<file path="src/rtl/prf_pkg.sv">
package prf_pkg;
    localparam int IDX_W  = 6;
    localparam int DATA_W = 64;
    localparam int SCR_N  = 8;
    localparam int NREG   = 28;
    localparam int REG_AW = $clog2(NREG);

    localparam int IX_BASE     = SCR_N;
    localparam int IX_MISC     = SCR_N + 1;
    localparam int IX_RET_ADDR = SCR_N + 2;
    localparam int IX_TRAP_REQ = SCR_N + 3;
    localparam int IX_TRAP_EN  = SCR_N + 4;
    localparam int IX_CUR_MODE = SCR_N + 5;
    localparam int IX_ALT_MODE = SCR_N + 6;
    localparam int IX_EXC_SUM  = SCR_N + 7;
    localparam int IX_EXC_MASK = SCR_N + 8;
    localparam int IX_INT_ID   = SCR_N + 9;
    localparam int IX_MM_STAT  = SCR_N + 10;
    localparam int IX_PTE_TMP  = SCR_N + 11;
    localparam int IX_CYC      = SCR_N + 12;
    localparam int IX_CYC_CTL  = SCR_N + 13;
    localparam int IX_CMD_LO   = SCR_N + 14;
    localparam int IX_INV_ALL  = SCR_N + 18;
    localparam int IX_INV_PROC = SCR_N + 19;

    typedef enum logic [1:0] {WR_NONE, WR_MASK, WR_CLEAR, WR_ONCE} wr_kind_e;

    typedef struct packed {
        logic              rd_ok;
        logic              wr_ok;
        logic              cyc_read;
        wr_kind_e          kind;
        logic [DATA_W-1:0] mask;
    } acc_rule_t;

    function automatic acc_rule_t rule_of(input logic [IDX_W-1:0] idx);
        acc_rule_t r;
        int        i;
        i          = int'(idx);
        r.rd_ok    = 1'b1;
        r.wr_ok    = 1'b1;
        r.cyc_read = 1'b0;
        r.kind     = WR_MASK;
        r.mask     = '1;
        if (i < SCR_N || i == IX_BASE || i == IX_MISC) begin
            r.mask = '1;
        end else if (i == IX_RET_ADDR) begin
            r.mask = ~64'h2;
        end else if (i == IX_TRAP_REQ || i == IX_TRAP_EN) begin
            r.mask = 64'hF;
        end else if (i == IX_CUR_MODE || i == IX_ALT_MODE) begin
            r.mask = 64'h18;
        end else if (i == IX_EXC_SUM || i == IX_EXC_MASK) begin
            r.kind = WR_CLEAR;
        end else if (i >= IX_INT_ID && i <= IX_PTE_TMP) begin
            r.wr_ok = 1'b0;
            r.kind  = WR_NONE;
        end else if (i == IX_CYC) begin
            r.cyc_read = 1'b1;
        end else if (i == IX_CYC_CTL) begin
            r.kind = WR_ONCE;
        end else if (i >= IX_CMD_LO && i < NREG) begin
            r.rd_ok = 1'b0;
            r.kind  = WR_NONE;
        end else begin
            r.rd_ok = 1'b0;
            r.wr_ok = 1'b0;
            r.kind  = WR_NONE;
        end
        return r;
    endfunction
endpackage

</file>
<file path="src/rtl/prf_rule_dec.sv">
module prf_rule_dec
    import prf_pkg::*;
(
    input  logic [IDX_W-1:0] idx_i,
    output acc_rule_t        rule_o
);
    always_comb rule_o = rule_of(idx_i);
endmodule

</file>
<file path="src/rtl/prf_cycle_ctr.sv">
module prf_cycle_ctr #(
    parameter int CNT_W = 32
) (
    input  logic             clk,
    input  logic             rst,
    output logic [CNT_W-1:0] cnt_o
);
    always_ff @(posedge clk) begin
        if (rst) cnt_o <= '0;
        else     cnt_o <= cnt_o + 1'b1;
    end

    // the live lower half advances by one on every clock
    a_r8_cnt_step: assert property (@(posedge clk) disable iff (rst)
        !$past(rst) |-> cnt_o == $past(cnt_o) + 1'b1);
endmodule

</file>
<file path="src/rtl/prf_store.sv">
module prf_store
    import prf_pkg::*;
#(
    parameter logic [DATA_W-1:0] BASE_RESET = 64'h0000_0000_0000_4000,
    parameter logic [DATA_W-1:0] MISC_RESET = 64'h6
) (
    input  logic              clk,
    input  logic              rst,
    input  logic              fire_i,
    input  logic [IDX_W-1:0]  idx_i,
    input  logic [DATA_W-1:0] wdata_i,
    input  acc_rule_t         rule_i,
    output logic [DATA_W-1:0] regs_o [NREG]
);
    logic [REG_AW-1:0] slot;
    assign slot = idx_i[REG_AW-1:0];

    always_ff @(posedge clk) begin
        if (rst) begin
            for (int k = 0; k < NREG; k++) regs_o[k] <= '0;
            regs_o[IX_BASE] <= BASE_RESET;
            regs_o[IX_MISC] <= MISC_RESET;
        end else if (fire_i) begin
            unique case (rule_i.kind)
                WR_MASK:  regs_o[slot] <= wdata_i & rule_i.mask;
                WR_CLEAR: regs_o[slot] <= '0;
                WR_ONCE:  regs_o[slot] <= 64'd1;
                default:  ;
            endcase
        end
    end

    // stored return address never carries bit 1
    a_r2_ret_bit1: assert property (@(posedge clk) disable iff (rst)
        regs_o[IX_RET_ADDR][1] == 1'b0);
    // mode registers hold only bits 4:3
    a_r4_mode_bits: assert property (@(posedge clk) disable iff (rst)
        (regs_o[IX_CUR_MODE] & ~64'h18) == '0 && (regs_o[IX_ALT_MODE] & ~64'h18) == '0);
    // clear-on-write registers are zero after a write to them
    a_r5_clears: assert property (@(posedge clk) disable iff (rst)
        fire_i && (int'(idx_i) == IX_EXC_SUM) |=> regs_o[IX_EXC_SUM] == '0);
    // one-shot control holds only 0 or 1
    a_r9_once_value: assert property (@(posedge clk) disable iff (rst)
        regs_o[IX_CYC_CTL] <= 64'd1);
endmodule

</file>
<file path="src/rtl/prf_regfile.sv">
module prf_regfile
    import prf_pkg::*;
#(
    parameter logic [63:0] BASE_RESET = 64'h0000_0000_0000_4000,
    parameter logic [63:0] MISC_RESET = 64'h6
) (
    input  logic        clk,
    input  logic        rst,
    input  logic [5:0]  idx_i,
    input  logic [63:0] wdata_i,
    input  logic        rd_en_i,
    input  logic        wr_en_i,
    output logic [63:0] rdata_o,
    output logic        fault_o,
    output logic        inv_all_o,
    output logic        inv_proc_o
);
    localparam int HALF = DATA_W / 2;

    acc_rule_t         rule;
    logic [DATA_W-1:0] regs [NREG];
    logic [HALF-1:0]   cnt;
    logic              rd_bad, wr_bad, once_used, fire;
    logic [DATA_W-1:0] rd_val;

    prf_rule_dec u_dec (.idx_i(idx_i), .rule_o(rule));

    prf_cycle_ctr #(.CNT_W(HALF)) u_ctr (.clk(clk), .rst(rst), .cnt_o(cnt));

    prf_store #(.BASE_RESET(BASE_RESET), .MISC_RESET(MISC_RESET)) u_store (
        .clk(clk), .rst(rst), .fire_i(fire), .idx_i(idx_i),
        .wdata_i(wdata_i), .rule_i(rule), .regs_o(regs)
    );

    always_comb begin
        once_used = (rule.kind == WR_ONCE) && (regs[IX_CYC_CTL] != '0);
        rd_bad    = rd_en_i && !rule.rd_ok;
        wr_bad    = wr_en_i && (!rule.wr_ok || once_used);
        fault_o   = rd_bad || wr_bad;
        fire      = wr_en_i && !fault_o;
        if (rule.cyc_read) rd_val = {regs[IX_CYC][DATA_W-1:HALF], cnt};
        else if (rule.rd_ok) rd_val = regs[idx_i[REG_AW-1:0]];
        else rd_val = '0;
        rdata_o    = (rd_en_i && !fault_o) ? rd_val : '0;
        inv_all_o  = fire && (int'(idx_i) == IX_INV_ALL);
        inv_proc_o = fire && (int'(idx_i) == IX_INV_PROC);
    end

    // a faulting access returns zero data
    a_r11_fault_zero: assert property (@(posedge clk) disable iff (rst)
        fault_o |-> rdata_o == '0);
    // a rejected write leaves the interrupt identity register unchanged
    a_r6_ro_stable: assert property (@(posedge clk) disable iff (rst)
        wr_en_i && (int'(idx_i) == IX_INT_ID) |=> $stable(regs[IX_INT_ID]));
    // invalidate pulses never overlap
    a_r12_pulse_excl: assert property (@(posedge clk) disable iff (rst)
        !(inv_all_o && inv_proc_o));
endmodule

</file>
<file path="config.mk">
export PLATFORM = sky130hd
export DESIGN_NAME = prf_regfile
export DESIGN_NICKNAME = d
export VERILOG_FILES = /design/src/rtl/prf_pkg.sv /design/src/rtl/prf_rule_dec.sv /design/src/rtl/prf_cycle_ctr.sv /design/src/rtl/prf_store.sv /design/src/rtl/prf_regfile.sv
export SDC_FILE = /design/constraint.sdc
export NUM_CORES = 2
export LEC_CHECK = 0
export BUFFER_PORTS_ARGS = -buffer_cell sky130_fd_sc_hd__buf_4
export CAP_MARGIN = 20
export CORE_UTILIZATION = 55
export DETAILED_ROUTE_END_ITERATION = 8
export PLACE_DENSITY_LB_ADDON = 0.12
export SYNTH_ARGS = -nofsm -noshare
export SYNTH_HDL_FRONTEND = slang
export SYNTH_SLANG_ARGS = --single-unit
</file>
<file path="constraint.sdc">
create_clock -name clk -period 4.24 [get_ports clk]
set_clock_uncertainty 0.2 [all_clocks]
set_input_delay 0.424 -clock clk [delete_from_list [all_inputs] [get_ports clk]]
set_output_delay 0.424 -clock clk [all_outputs]
set_load 0.02 [all_outputs]
</file>
==> results by group <==
Worst setup path
  • Max incr delay on CP: 0.61 ns
  • Crit Path Category: flip-flop to output port
  • Worst Path Buf+Inv: 3
  • Top cell family by delay on the critical path: simple AND/OR/NAND/NOR gates
  • WP data arrival: 3.56 ns
  • Most frequent cell on the critical path: buf_4
  • Setup crit start kind: flip-flop
  • CP Capture Type: output port
  • Crit path cell chain: nor4_2, nand4_1, buf_4, or4_4, a221o_4, buf_12, nor2_1, buf_4
  • Slowest CP cell: or4_4
  • WP data required: 3.62 ns
  • CP Max Fanout: 64

Cells and area
  • Fillers: 8714
  • Final core occ: 0.631
  • Most frequent cells in the layout: 1572 x dfxtp_1, 726 x nand3_1, 504 x o21ai_0
  • Multi-input combinational cell area: 0.0269 mm^2
  • Layout cells sized above 1: 0.176
  • Most common cell after layout, fill and taps aside: dfxtp_1
  • Post-layout net count: 5700
  • Sequential Area: 0.0315 mm^2
  • P&R area growth vs syn: 13.4%

Floorplanning
  • IO Count: 141
  • Die H: 334 um
  • Row count: 121
  • Die width: 334 um
  • Full die area: 0.112 mm^2
  • Initial Utilization: 0.556
  • Core area: 0.109 mm^2

STA
  • Final Hold Fails: 0
  • Slew @ Worst Pin: 1.16 ns
  • Fin crit share: 0.986
  • Hold Slack: 0.0304 ns
  • Setup violators final: 0
  • Min Tclk post-route: 4.18 ns
  • Final Max Slew Viols: 0
  • Slew headroom: 0.224
  • Setup WS post-layout: 0.0578 ns
  • Setup TNS: 0 ns
  • Max Freq: 239 MHz

Clocking
  • # clock sinks: 1572
  • CTS tree: done
  • CTS Buf Count: 159
  • Clk_lat worst skew: 0.77 ns
  • CTS max path bufs: 3
  • Root buf cell: clkbuf_16
  • Clock slew at reported path FFs: 0.06 ns
  • H-tree level count: 4

Logic synthesis
  • Top post-synthesis cells by area: dfxtp_1 52%, mux4_2 14%, nand3_1 6.0%
  • Register area share after synthesis: 0.519
  • Yosys warns: 0
  • Yosys top cell area share: 0.519
  • Cell count after synthesis: 5715
  • Number of synthesized flops with an enable pin: 0
  • Mean Syn Cell Area: 10.6 um^2
  • Synth Flop Type: dfxtp_1
  • Cell Area, Synth: 0.0606 mm^2
  • Yosys top cell by area: dfxtp_1
  • FFs w/ async S/R, synth: 0
  • Yosys cell types: 57
  • Post-synthesis sequential element count: 1572
  • Syn_nets: 5790

Power and ir drop
  • Overall power: 30.5 mW
  • Maximum vdd ir drop: 0.382 mV
  • Leakage: 24.8 nW
  • Cell Pwr Density: 444 mW/mm^2

Place
  • RePlAce Congestion: 0.795
  • PortBufs: 140
  • Place WS: 0.543 ns
  • HPWL Detailed: 92.3 mm

Drt
  • DRT iter0 DRCs: 3282
  • Detailed Routing Iterations Pass 1: 5
  • Remaining antenna violation count after routing: 0
  • DR vias/cell: 5.91
  • Drt wl/cell: 22.4 um
  • Vias: 42300
  • Final WL: 161 mm
  • # DRC: 0

Global routing
  • Largest net degree at the start of global routing: 234
  • Total GRT Usage: 0.288
  • Number of global-route vias before repair: 41100
  • Global-route wire length before repair: 250 mm
  • Initial antenna violation count: 3
  • GRT Residual Overflow: 0

Flow run
  • Max Cap Violations: 0

Outcome
  • Status: finished, final reports clean

Hold path
  • Min-Delay Path Class: input pin to flip-flop
==> stage by stage <==
| stage | cell area, um^2 | instances |
|---|---|---|
| final | 68800 | 7162 |
| after detailed placement | 62900 | 6842 |
| after global routing | 68700 | 7161 |
| after CTS | 68700 | 7157 |
| after global placement | 62900 | 6841 |
| after floorplan | 60600 | 5715 |
==> worst min-delay path, stage by stage <==
cell     delay (ns)
buf_4          0.09
nand2_1        0.22
o21ai_0        0.22
==> cell type report <==
| cell class | count | area share |
|---|---|---|
| Clock inverter | 56 | 0.0111 |
| Clock buffer | 227 | 0.0673 |
| Multi-Input combinational cell | 3561 | 0.391 |
| Timing Repair Buffer | 323 | 0.0461 |
| Tap cell | 1414 | 0.0257 |
| Sequential cell | 1572 | 0.458 |
| Inverter | 8 | 0.000546 |
| Antenna cell | 1 | 0.0000364 |
==> Yosys cell counts (all sizes together), types with 2 or more instances <==
library cell / count
a21oi: 117
xor2: 16
nand3: 732
a21o: 2
dfxtp: 1572
or2: 2
and4: 2
clkbuf: 406
o21ai: 714
a211oi: 78
nand2: 238
nor4: 20
nor2: 200
a31oi: 2
and2: 312
o22ai: 64
nor2b: 396
and3b: 2
buf: 168
nor3b: 3
a22o: 2
or3b: 2
or4: 2
a2111o: 2
nand2b: 4
xnor2: 10
or3: 7
nor3: 8
mux4: 385
nand4: 17
and3: 9
o211ai: 2
mux2i: 200
inv: 8
==> per-layer routing <==
| layer | vias to the layer above | part of all wire | GRT usage |
|---|---|---|---|
| met3 | 245 | 0.050 | 0.0342 |
| met4 | 2 | 0.026 | 0.0876 |
| met2 | 1103 | 0.47 | 0.471 |
| met5 | - | 0.000087 | 0 |
| li1 | 20100 | - | - |
| met1 | 20800 | 0.45 | 0.400 |
==> report_power, final <==
group / switching, mW / leakage (nW) / internal (mW)
sequential: 0.0170 / 12.7 / 14.8
clock: 5.88 / 2.65 / 8.53
combinational: 0.894 / 9.54 / 0.395
total: 6.79 / 24.8 / 23.7
==> kinds of logic (layout without fill, tap and decap cells) <==
family | after synthesis | in the layout | share of synthesized area
compound gates | 991 | 991 | 0.0906
xor+xnor | 26 | 26 | 0.00376
fa+ha+maj | 1 | 1 | 0.000206
buf+inv | 582 | 614 | 0.0407
flops | 1572 | 1572 | 0.519
mux | 585 | 585 | 0.176
other cells | 0 | 1 | 0
simple gates | 1958 | 1958 | 0.169
==> final timing paths <==
check	start	endpoint	slack, ns	depth (start not counted)
max	flip-flop	rdata_o[17]	0.06	8
min	wdata_i[38]	flip-flop	0.03	3
max reg2reg	flip-flop	flip-flop	1.04	8
min reg2reg	flip-flop	flip-flop	0.23	2
==> repair_timing <==
| item | CTS | global route |
|---|---|---|
| hold buffers | 32 | 0 |
| pin swaps | 1 | 0 |
| gates resized for setup | 8 | 1 |
| endpoints found under the setup margin | 65 | 13 |
| buffers inserted | 0 | 2 |
| hold endpoints to repair | 315 | 0 |
(Power assumes the default switching activity.)
